--- config.mk ---
export PLATFORM = sky130hd
export DESIGN_NAME = sdi_rx_descrambler
export DESIGN_NICKNAME = d
export VERILOG_FILES = /design/src/rtl/sdi_dsc_pkg.sv /design/src/rtl/sdi_nrzi_dec.sv /design/src/rtl/sdi_descr_core.sv /design/src/rtl/sdi_rx_descrambler.sv
export SDC_FILE = /design/constraint.sdc
export NUM_CORES = 1
export LEC_CHECK = 0
export BUFFER_PORTS_ARGS = -buffer_cell sky130_fd_sc_hd__buf_2
export CELL_PAD_IN_SITES_DETAIL_PLACEMENT = 1
export CELL_PAD_IN_SITES_GLOBAL_PLACEMENT = 2
export CORE_UTILIZATION = 30
export CTS_CLUSTER_DIAMETER = 30
export DETAILED_ROUTE_END_ITERATION = 6
export PLACE_DENSITY_LB_ADDON = 0.1
export SYNTH_ARGS = -nofsm -noshare
export SYNTH_HDL_FRONTEND = slang
export SYNTH_SLANG_ARGS = --single-unit
--- constraint.sdc ---
create_clock -name clk -period 1.3 [get_ports clk]
set_clock_uncertainty 0.1 [all_clocks]
set_input_delay 0.195 -clock clk [delete_from_list [all_inputs] [get_ports clk]]
set_output_delay 0.195 -clock clk [all_outputs]
set_load 0.01 [all_outputs]
--- src/rtl/sdi_dsc_pkg.sv ---
package sdi_dsc_pkg;
  localparam int unsigned HD_WIDTH = 20;
  localparam int unsigned SD_WIDTH = 10;
  localparam int unsigned POLY_DEG = 9;  // history length, x^9 term
  localparam int unsigned POLY_TAP = 4;  // inner x^4 term
endpackage

--- src/rtl/sdi_nrzi_dec.sv ---
module sdi_nrzi_dec #(
  parameter int unsigned W = 20
) (
  input  logic [W-1:0] rx,
  input  logic         prev_bit,
  output logic [W-1:0] dec
);
  // Bit 0 pairs with the bit carried from the previous word.
  assign dec[0] = rx[0] ^ prev_bit;
  for (genvar i = 1; i < W; i++) begin : g_bit
    assign dec[i] = rx[i] ^ rx[i-1];
  end
endmodule

--- src/rtl/sdi_descr_core.sv ---
module sdi_descr_core #(
  parameter int unsigned W   = 20,
  parameter int unsigned DEG = 9,
  parameter int unsigned TAP = 4,
  localparam int unsigned EW = W + DEG
) (
  input  logic [W-1:0]   dec,
  input  logic [DEG-1:0] hist,   // hist[0] oldest, hist[DEG-1] newest
  output logic [EW-1:0]  ext,
  output logic [W-1:0]   plain
);
  assign ext = {dec, hist};
  // Unrolled recurrence: bit i sits at ext[i+DEG].
  for (genvar i = 0; i < W; i++) begin : g_tap
    assign plain[i] = ext[i+DEG] ^ ext[i+DEG-TAP] ^ ext[i];
  end
endmodule

--- src/rtl/sdi_rx_descrambler.sv ---
module sdi_rx_descrambler
  import sdi_dsc_pkg::*;
(
  input  logic                clk,
  input  logic                rst_n,
  input  logic                hd_mode,
  input  logic                din_vld,
  input  logic [HD_WIDTH-1:0] din,
  output logic                dout_vld,
  output logic [HD_WIDTH-1:0] dout
);
  localparam int unsigned W  = HD_WIDTH;
  localparam int unsigned SW = SD_WIDTH;
  localparam int unsigned HL = POLY_DEG;
  localparam int unsigned EW = W + HL;

  logic          prev_q, prev_d;
  logic [HL-1:0] hist_q, hist_d;
  logic [W-1:0]  dout_q, dout_d;
  logic          vld_q;
  logic [W-1:0]  dec, plain;
  logic [EW-1:0] ext;

  sdi_nrzi_dec #(.W(W)) nrzi_i (
    .rx(din), .prev_bit(prev_q), .dec(dec)
  );

  sdi_descr_core #(.W(W), .DEG(HL), .TAP(POLY_TAP)) core_i (
    .dec(dec), .hist(hist_q), .ext(ext), .plain(plain)
  );

  always_comb begin
    prev_d = prev_q;
    hist_d = hist_q;
    dout_d = dout_q;
    if (din_vld) begin
      if (hd_mode) begin
        prev_d = din[W-1];
        hist_d = ext[W+HL-1:W];
        dout_d = plain;
      end else begin
        prev_d = din[SW-1];
        hist_d = ext[SW+HL-1:SW];
        dout_d = {{(W-SW){1'b0}}, plain[SW-1:0]};
      end
    end
  end

  always_ff @(posedge clk or negedge rst_n) begin
    if (!rst_n) begin
      prev_q <= 1'b0;
      hist_q <= '0;
      dout_q <= '0;
      vld_q  <= 1'b0;
    end else begin
      vld_q <= din_vld;
      if (din_vld) begin
        prev_q <= prev_d;
        hist_q <= hist_d;
        dout_q <= dout_d;
      end
    end
  end

  assign dout     = dout_q;
  assign dout_vld = vld_q;


  vld_follow_chk: assert property (@(posedge clk) disable iff (!rst_n)
    din_vld |=> dout_vld);

  vld_drop_chk: assert property (@(posedge clk) disable iff (!rst_n)
    !din_vld |=> !dout_vld);

  sd_upper_zero_chk: assert property (@(posedge clk) disable iff (!rst_n)
    (din_vld && !hd_mode) |=> (dout[W-1:SW] == '0));

  idle_hold_chk: assert property (@(posedge clk) disable iff (!rst_n)
    !din_vld |=> ($stable(dout) && $stable(hist_q) && $stable(prev_q)));
endmodule

# --- Word level (Yosys, flattened, before mapping) ---
# Cells that the tools add are included.
# W data, S select, Z words.
classes:
  bitwise_logic: 60
  n_mux: 3
ops:
  columns: ["cell", "n"]
  rows:
  - ["$xor A1 B1 Y1", 60]
  - ["$mux W20", 1]
  - ["$mux W9", 1]
  - ["$mux W1", 1]
totals:
  in_bits: 24
  regBits: 31
  out_inout_bits: 21
  wordCells: 67

# --- Logic depth before layout (Yosys ltp) ---
logic_depth:
  depth_word: 4
  depth_mapped: 4
  depth_no_buf: 3

# --- Hierarchy ---
# From an unflattened synthesis, not the netlist that was laid out.
hier_totals:
  cells_unflattened: 177
  area_unflattened_um2: 2140.8
by_module_without_submodules:
  columns: ["mod", "n_inst", "seq_area_each_um2", "cells_each", "area_per_inst_um2"]
  rows:
  - ["sdi_rx_descrambler", 1, 775.7, 108, 1257.5]
  - ["sdi_descr_core", 1, 0.0, 49, 708.2]
  - ["sdi_nrzi_dec", 1, 0.0, 20, 175.2]

# --- Least setup slack after synthesis ---
# Ideal clock, no wire load.
synth_timing:
  path_kind: "flip-flop to flip-flop"
  from: "register prev_q"
  to: "register dout_q[4], in the netlist dout[4]"
  stages_incl_launch_ff: 4
  setup_ns: 0.125
  t_arrival_ns: 1.149
  n_path_buf: 0
  period_less_slack_ns: 1.373
  path_slack_ns: -0.073
  t_required_ns: 1.075
  cell_sequence: "dfrtp_1 -> xnor2_1 -> xor3_1 -> mux2_2"
synth_via:
  elab_chain_cells: 4
synth_lines:
  columns: ["item", "line", "source"]
  rows:
  - ["start, declared", "sdi_rx_descrambler.sv:17", "logic prev_q, prev_d;"]
  - ["start signal, assigned", "sdi_rx_descrambler.sv:58", "prev_q <= prev_d;"]
  - ["$xor A1 B1 Y1", "sdi_nrzi_dec.sv:9", "assign dec[0] = rx[0] ^ prev_bit;"]
  - ["$xor A1 B1 Y1 (2 in a row)", "sdi_descr_core.sv:15", "assign plain[i] = ext[i+DEG] ^ ext[i+DEG-TAP] ^ ext[i];"]
  - ["$mux W20", "sdi_rx_descrambler.sv:37", "if (hd_mode) begin"]
  - ["end signal, assigned", "sdi_rx_descrambler.sv:60", "dout_q <= dout_d;"]
  - ["end, declared", "sdi_rx_descrambler.sv:19", "logic [W-1:0] dout_q, dout_d;"]
# Every way passes these cells.
# A chain may end at the register's enable or synchronous reset.

# --- Worst setup path after layout ---
# Ends and elaborated chain as after synthesis.

==> reports/qor.yml <==
synthesis:
  syn_area_sq_um: 1920
  synth-edff-count: 0
  synthArstFlopShare: 1.00
  yosysMostFrequentCell: "dfrtp_1"
  synth_common_cells: "dfrtp_1, xnor2_1, xnor3_1, mux2_2, mux2i_1"
  synthDistinctLibCells: 21
  yosysTopAreaCellShare: 0.404
  ys.flop_type: "dfrtp_1"
  synth_top_cell_by_area: "dfrtp_1"
  synth_fp_nets: 166
  ys_seq_area_frac: 0.404
  ys_ff_latch: 31
  avgSynthCellArea_sq_um: 13.5
  yosys_warnings: 0
  netlist_instances: 142
  synth_area_leaders: "dfrtp_1, xnor3_1, xnor2_1"
floorplan:
  core_sq_um: 6060
  ios: 45
  initial_core_util: 0.317
  die_w_microns: 82.0
  rows: 28
  die_h_microns: 82.0
  dieArea_sq_um: 6730
critical_path:
  path_cells: "xnor2_2 > xor3_1 > mux2_2"
  worstPathArrival_ps: 1360
  required_ps: 1370
  crit_slowest_cell: "dfrtp_1"
  cp-end-kind: "flip-flop"
  crit_fanout: 2
  crit_type: "reg2reg"
  regToRegSetupSlack_ps: 7
  max_stage_delay_ps: 410
  crit_path_start_kind: "flip-flop"
route:
  totalWireLength_mm: 4.75
  ant_nets: 0
  drcViolationCount: 0
  wl_per_cell_microns: 16.2
  initialDrtViolationCount: 28
  viasPerCell: 4.51
  dr.pass1.iters: 4
  vias: 1322
clock_network:
  root_buffer: "clkbuf_8"
  cts_resized: 0
  insertion_delay_ps: 280
  cts_tree: "built"
  numCtsBuffers: 5
  cts.sinks: 31
  postCtsSetupBuffers: 0
  htreeDepth: 2
  clock_path_buffers: 2
  clkSlewWorstSetupHoldPaths_ps: 70
sta:
  rsz0062_at_grt: "yes"
  slew_violations: 0
  worst_slew_pin_slew_ps: 407
  fin_crit_sh: 0.994
  max_freq_mhz: 774
  fin_crit_ps: 1290
  hold_viol: 0
  timing.slew.headroom: 0.729
  setup_tns_ps: 0
  finalSetupViolCount: 0
  fin_ws_ps: 7.42
place:
  post-place-cells: 284
  place_area_sq_um: 2480
  place_ws_ps: -194
  port_buffers: 44
  dpl.hpwl_mm: 3.77
  gp_congestion: 0.733
cells_and_area:
  antennaDiodeCount: 0
  fin_cells: 293
  area_delta_synth_final_pct: 34.7
  drive_gt1_frac: 0.505
  fin_util: 0.427
  final_area_sq_um: 2590
  final_nets: 241
power:
  ir_worst_vdd_uv: 648
  p_per_area_nw_per_um2: 1370
  p_leak_nw: 1.31
grt:
  grt_pass1_wl_mm: 7.76
  track_usage: 0.164
  overflow: 0
  antenna_found_initial: 0
  grt_pass1_vias: 1428
  grt_max_degree: 45
min_path:
  holdCritPathClass: "in2reg"
job:
  maxCapViolCount: 0
run_status:
  status: "finished clean"
[worst paths after layout]
path | from | endpoint | cells past startpoint
max in group asynchronous | rst_n | dout[17] | 3
hold / removal | din[19] | prev_q | 3
hold reg to reg | dout[5] | dout[5] | 1
min in group asynchronous | rst_n | dout[3] | 2
setup / recovery | prev_q | dout[4] | 3
setup reg to reg | prev_q | dout[4] | 3
[power by group]
part	switching, W	leakage, nW	internal, W
logic	0.000555	0.882	0.000820
clock network	0.000364	0.0515	0.000483
registers	0.000123	0.373	0.00119
[final cells by class]
| cell class | instances | area [sq um] |
|---|---|---|
| Fill cell | 666 | 3470 |
| Multi-Input combinational cell | 99 | 1120 |
| Sequential cell | 31 | 776 |
| Timing Repair Buffer | 74 | 473 |
| Clock buffer | 8 | 100 |
| Tap cell | 75 | 93.8 |
| Inverter | 6 | 22.5 |
[cell families after synthesis]
group                  synth area share
XOR/XNOR                          0.348
multiplexers                      0.117
AND/OR/NAND/NOR                  0.0436
flip-flops                        0.404
AO/OA/AOI/OAI                    0.0625
buffers and inverters            0.0254
[per-layer routing]
| layer | GRT usage | up-vias | share of wire |
|---|---|---|---|
| met5 | 0 | - | 0 |
| met4 | 0.0474 | 0 | 0.012 |
| li1 | - | 636 | - |
| met1 | 0.221 | 651 | 0.46 |
| met3 | 0.0400 | 5 | 0.041 |
| met2 | 0.261 | 30 | 0.48 |
[layout by cell type, fill, tap and decap left out, drive strengths merged, types with 3 or more instances in the layout]
cell	n
inv	6
clkbuf	8
nand2	3
nor2b	6
dfrtp	31
mux2	13
a21oi	6
buf	73
xnor2	24
mux2i	7
a31o	6
xor2	4
o22ai	6
xnor3	14
nor2	6
[critical path, delay by kind of cell, from the launching register on]
| kind | cells | cell delay [ps] |
|---|---|---|
| mux | 1 | 270 |
| flops | 1 | 410 |
| xor+xnor | 2 | 400 |
[metrics by stage]
stage	hold WS (ps)	power [W]
floorplan	-201	0.00217
global placement	48.0	0.00271
detailed placement	51.7	0.00273
CTS	161	0.00360
global route	165	0.00376
finish	153	0.00353
[state kept, by name, indices dropped and copies added (netlist names)]
register / cells
dout: 20
dout_vld: 1
prev_q: 1
hist_q: 9
[what timing repair did]
action                                  in CTS  in global routing
hold buffers                                 1                  0
endpoints found under the setup margin       1                  1
endpoints found under the hold margin       14                  0
Note: power is estimated with default switching activity, not from simulation.
